$ cat src/rtl/bus_capture.sv
module bus_capture #(
  parameter int SIG_W  = 4,
  parameter int ADDR_W = 3,
  parameter int DIV    = 7,
  parameter int DEPTH  = 8,
  parameter int TS_W   = 32,
  localparam int FRAME_W = SIG_W + ADDR_W + 10,
  localparam int REC_W   = TS_W + FRAME_W
) (
  input  logic              clk,
  input  logic              rst_n,
  input  logic              mode,
  input  logic              arm,
  input  logic              clear,
  input  logic [SIG_W-1:0]  sig_in,
  input  logic              rd_n,
  input  logic              wr_n,
  input  logic [ADDR_W-1:0] addr_in,
  input  logic [7:0]        data_in,
  input  logic              rd_en,
  output logic [REC_W-1:0]  rd_data,
  output logic              empty,
  output logic              full,
  output logic              overflow
);
  localparam int PW = (DEPTH > 1) ? $clog2(DEPTH) : 1;
  localparam int CW = (DIV > 1) ? $clog2(DIV) : 1;
  localparam int RD_BIT = ADDR_W + 9;
  localparam int WR_BIT = ADDR_W + 8;

  logic [FRAME_W-1:0] s1, s2, last;
  logic               have_last, armed, prev_rd, prev_wr;
  logic [CW-1:0]      cnt;
  logic [TS_W-1:0]    ts;
  logic [REC_W-1:0]   mem [DEPTH];
  logic [PW-1:0]      wptr, rptr;
  logic [PW:0]        count;

  wire live      = armed && !arm && !clear;
  wire tick      = live && !mode && (cnt == CW'(DIV - 1));
  wire cont_push = tick && (!have_last || s2 != last);
  wire rd_rise   = s2[RD_BIT] && !prev_rd;
  wire wr_rise   = s2[WR_BIT] && !prev_wr;
  wire txn_push  = live && mode && (rd_rise || wr_rise);
  wire push_req  = cont_push || txn_push;
  wire pop       = rd_en && !empty && !clear;
  wire do_write  = push_req && !full;

  wire [REC_W-1:0] rec = mode
    ? {{(REC_W-ADDR_W-9){1'b0}}, wr_rise, s2[ADDR_W+7:0]}
    : {ts, s2};

  assign empty   = (count == 0);
  assign full    = (count == (PW+1)'(DEPTH));
  assign rd_data = mem[rptr];

  always_ff @(posedge clk) begin
    if (!rst_n) begin
      s1 <= '1;
      s2 <= '1;
      prev_rd <= 1'b1;
      prev_wr <= 1'b1;
    end else begin
      s1 <= {sig_in, rd_n, wr_n, addr_in, data_in};
      s2 <= s1;
      prev_rd <= s2[RD_BIT];
      prev_wr <= s2[WR_BIT];
    end
  end

  always_ff @(posedge clk) begin
    if (!rst_n || clear) begin
      armed <= 1'b0;
      have_last <= 1'b0;
      cnt <= '0;
      ts <= '0;
      last <= '0;
    end else if (arm) begin
      armed <= 1'b1;
      have_last <= 1'b0;
      cnt <= '0;
      ts <= '0;
    end else if (armed) begin
      cnt <= (cnt == CW'(DIV - 1)) ? '0 : cnt + 1'b1;
      if (cnt == CW'(DIV - 1)) ts <= ts + 1'b1;
      if (tick) begin
        last <= s2;
        have_last <= 1'b1;
      end
    end
  end

  always_ff @(posedge clk) begin
    if (!rst_n || clear) begin
      wptr <= '0;
      rptr <= '0;
      count <= '0;
      overflow <= 1'b0;
    end else begin
      if (do_write) wptr <= (wptr == PW'(DEPTH - 1)) ? '0 : wptr + 1'b1;
      if (pop)      rptr <= (rptr == PW'(DEPTH - 1)) ? '0 : rptr + 1'b1;
      count <= count + (do_write ? 1'b1 : 1'b0) - (pop ? 1'b1 : 1'b0);
      if (push_req && full) overflow <= 1'b1;
    end
  end

  always_ff @(posedge clk)
    if (do_write) mem[wptr] <= rec;

  a_r6_ovf_sticky: assert property (@(posedge clk) disable iff (!rst_n)
    overflow && !clear |=> overflow);
  a_r6_drop_when_full: assert property (@(posedge clk) disable iff (!rst_n)
    full && push_req && !rd_en && !clear |=> full && overflow);
  a_r7_clear_empties: assert property (@(posedge clk) disable iff (!rst_n)
    clear |=> empty && !overflow && !armed);
  a_r3_ts_restart: assert property (@(posedge clk) disable iff (!rst_n)
    arm && !clear |=> ts == '0);
  a_r8_pop_moves_head: assert property (@(posedge clk) disable iff (!rst_n)
    rd_en && !empty && !clear && !push_req |=> count == $past(count) - 1'b1);
  always_comb a_r6_count_bound: assert (count <= (PW+1)'(DEPTH));
endmodule

$ cat config.mk
export PLATFORM = sky130hd
export DESIGN_NAME = bus_capture
export DESIGN_NICKNAME = d
export VERILOG_FILES = /design/src/rtl/bus_capture.sv
export SDC_FILE = /design/constraint.sdc
export NUM_CORES = 1
export LEC_CHECK = 0
export ABC_AREA = 1
export BUFFER_PORTS_ARGS = -buffer_cell sky130_fd_sc_hd__clkbuf_2
export CAP_MARGIN = 20
export CORE_MARGIN = 2
export CORE_UTILIZATION = 50
export CTS_BUF_LIST = sky130_fd_sc_hd__clkbuf_8
export DETAILED_ROUTE_END_ITERATION = 7
export PLACE_DENSITY = 0.67
export SLEW_MARGIN = 30
export SYNTH_ARGS = -nofsm -noshare
export SYNTH_HDL_FRONTEND = slang
export SYNTH_SLANG_ARGS = --single-unit
$ cat constraint.sdc
create_clock -name clk -period 6.5 [get_ports clk]
set_input_delay 0.325 -clock clk [delete_from_list [all_inputs] [get_ports clk]]
set_output_delay 0.325 -clock clk [all_outputs]
set_load 0.02 [all_outputs]
==> results.yml <==
timing:
  fin_crit_ns: 3.75
  tns_ns: 0
  setup_viol_count_final: 0
  rsz0062_at_grt: "false"
  layout_setup_ws_ns: 2.75
  fmax_mhz: 266
  slew_viol_final: 0
  timing.final.crit_share: 0.577
  fin_skew_ns: 0.0301
  max_slew_margin: 0.374
  final_hold_viol_count: 0
  worstMarginPinSlew_ns: 0.939
detailed_routing:
  routed_via_density: 5.37
  drtAntennaViolNets: 0
  drc_errors: 0
  initialDrtViolationCount: 1002
  vias: 13200
  drt-total-wl_mm: 42.9
  wire_per_inst_um: 17.5
  first_pass_iters: 5
synthesis:
  netlist-cell-type-count: 41
  ys.warnings.count: 0
  avgSynthCellArea_um2: 11.1
  ys_async_sr_fraction: 0
  synth_fp_nets: 1817
  synthesis.instances: 1782
  syn_area_um2: 19800
  seq_area_frac_synth: 0.699
  ys.flop_type: "edfxtp_1"
  ys_ff_latch: 496
  synth_edf_count: 392
layout:
  drive_gt1_frac: 0.132
  area_delta_synth_final_pct: 12.4
  nFillCells: 3213
  final_nets: 1916
  diodes: 0
clock_tree:
  cts_tree: "yes"
  clock_latency_ns: 0.61
  postCtsSetupBuffers: 0
  hold_buffers: 19
  cts.sinks: 496
  cts-root-buf: "clkbuf_8"
  clk_pin_slew_ns: 0.05
  cts_resized: 0
  clk_path_buf_depth: 3
  cts.htree.levels: 3
  cts_made_buffers: 78
critical_path:
  path_cells: "inv_2, buf_4, o21ai_0, o22ai_1, nor2_1, a31oi_1, clkbuf_2"
  crit_family: "buffers and inverters"
  slowest_delay_ns: 0.71
  r2r_slack_ns: 3.09
  cp.arrival_ns: 3.43
  critPathLaunchType: "flop"
  critical_path_required_ns: 6.17
  slowest_stage: "inv_2"
  path_max_fanout: 54
  path_buf_inv: 3
  cp-end-kind: "output port"
  criticalPathCategory: "flop to output port"
placed_design:
  post-place-ws_ns: 3.07
  hpwlAfterDp_mm: 22.6
  port_buffers: 74
  gp_congestion: 0.817
floorplanning:
  initial_core_util: 0.509
  num_io_pins: 75
  coreArea_um2: 38900
  design.die.area_um2: 41200
  die_w_um: 203
  die_height_um: 203
  core.rowCount: 72
global_route:
  grt_max_degree: 118
  grtUsageMet3: 0.0368
  grt_pass1_wl_mm: 68.8
  grt_pass1_vias: 13000
  grt_use_met1: 0.294
  grt-ovfl-total: 0
  track_usage: 0.213
  grt.busiest_layer: "met2"
  antenna_found_initial: 0
  gr-usage-met2: 0.349
pwr:
  p_leak_uw: 0.00789
  ir_drop_mv: 0.168
  powerDensity_nw_per_um2: 265
run:
  maxCapViolCount: 0
outcome:
  outcome: "finished clean"
worst_hold_path:
  min_path_type: "primary input to flop"
==> final timing paths <==
| check | from | endpoint | cells after the start |
|---|---|---|---|
| setup / recovery | flop | rd_data[45] | 7 |
| hold / removal | rd_en | flop | 5 |
| setup reg to reg | armed | mem[0][28] | 9 |
| hold reg to reg | s1[13] | s2[13] | 1 |
==> worst register-to-register path: stages (launching register included) <==
cell     delay [ns]
dfxtp_1        0.43
nand3_2        0.14
nor2_4         0.39
nand3_2        0.53
inv_2          0.28
nand2_2        0.09
nand2_4        0.12
nand2_4        0.13
nor3_2         0.13
buf_4          0.74
==> flip-flops by register name, indices dropped and copies added, names as in the netlist, 4 cells and up, named ones only <==
name,count
count,4
s1,17
s2,17
mem,392
last,17
ts,32
==> final cells by class <==
cell class	instances	area (um2)	area share
sequential	496	13900	0.622
multi-input combinational	1094	5260	0.236
timing repair buffer	108	677	0.0304
clock inverter	57	287	0.0129
inverter	103	390	0.0175
clock buffer	84	1160	0.0519
tap	518	648	0.0291
==> report_power, final <==
part	switching [uW]	internal (uW)	leakage, uW
Combinational	34.3	25.0	0.00263
Sequential	11.8	3400	0.00442
Clock	1150	1270	0.000834
==> metal layers <==
metal	routed length (um)	vias up
li1	-	6394
met1	19200	6410
met2	20600	341
met3	2460	56
met4	607	0
met5	0	-
==> synthesized netlist by cell type, drive strengths merged (2+ instances only) <==
cell type	instances	share of area
a21oi	44	0.011
clkinv	2	0.00038
nand3	19	0.0059
a31oi	50	0.016
nor2	450	0.087
inv	101	0.019
nor4	3	0.00095
nand2	139	0.028
xor2	8	0.0035
nor3	34	0.0097
or2	35	0.011
edfxtp	392	0.59
nor3b	3	0.0014
dfxtp	104	0.11
nand3b	2	0.0014
o21ai	231	0.058
clkbuf	63	0.012
xnor2	4	0.0018
nand4	6	0.0019
o22ai	50	0.016
buf	26	0.0062
ha	11	0.0069
==> metrics by stage <==
step	std cells	power, uW	utilization	hold WS [ns]	cell area, um2
finish	2460	5890	0.572	0.169	22300
floorplan	1782	3510	-	0.393	19800
detailed placement	2300	3530	0.530	0.397	20600
global route	2460	6090	0.572	0.213	22300
global placement	2300	3530	0.530	0.394	20600
CTS	2460	5950	0.572	0.137	22300
==> kinds of logic (layout without fill, tap and decap cells) <==
logic type | count (synthesis) | after routing | share of synthesized area
XOR/XNOR | 12 | 12 | 0.00530
AO/OA/AOI/OAI | 378 | 378 | 0.102
adder cells (fa/ha/maj) | 12 | 12 | 0.00796
buffers and inverters | 192 | 352 | 0.0376
AND/OR/NAND/NOR | 692 | 692 | 0.148
flip-flops | 496 | 496 | 0.699
==> cell usage in the layout, fill, tap and decap left out, types with 20 or more instances in the layout <==
master,instances
a31oi_1,50
or2_2,35
clkbuf_2,74
clkinv_1,20
o22ai_1,50
inv_1,121
a21oi_1,44
dfxtp_1,102
o21ai_0,229
clkbuf_8,84
edfxtp_1,392
nor3_1,23
nand2_1,133
nor2_1,444
Note: power is estimated with default switching activity, not from simulation.
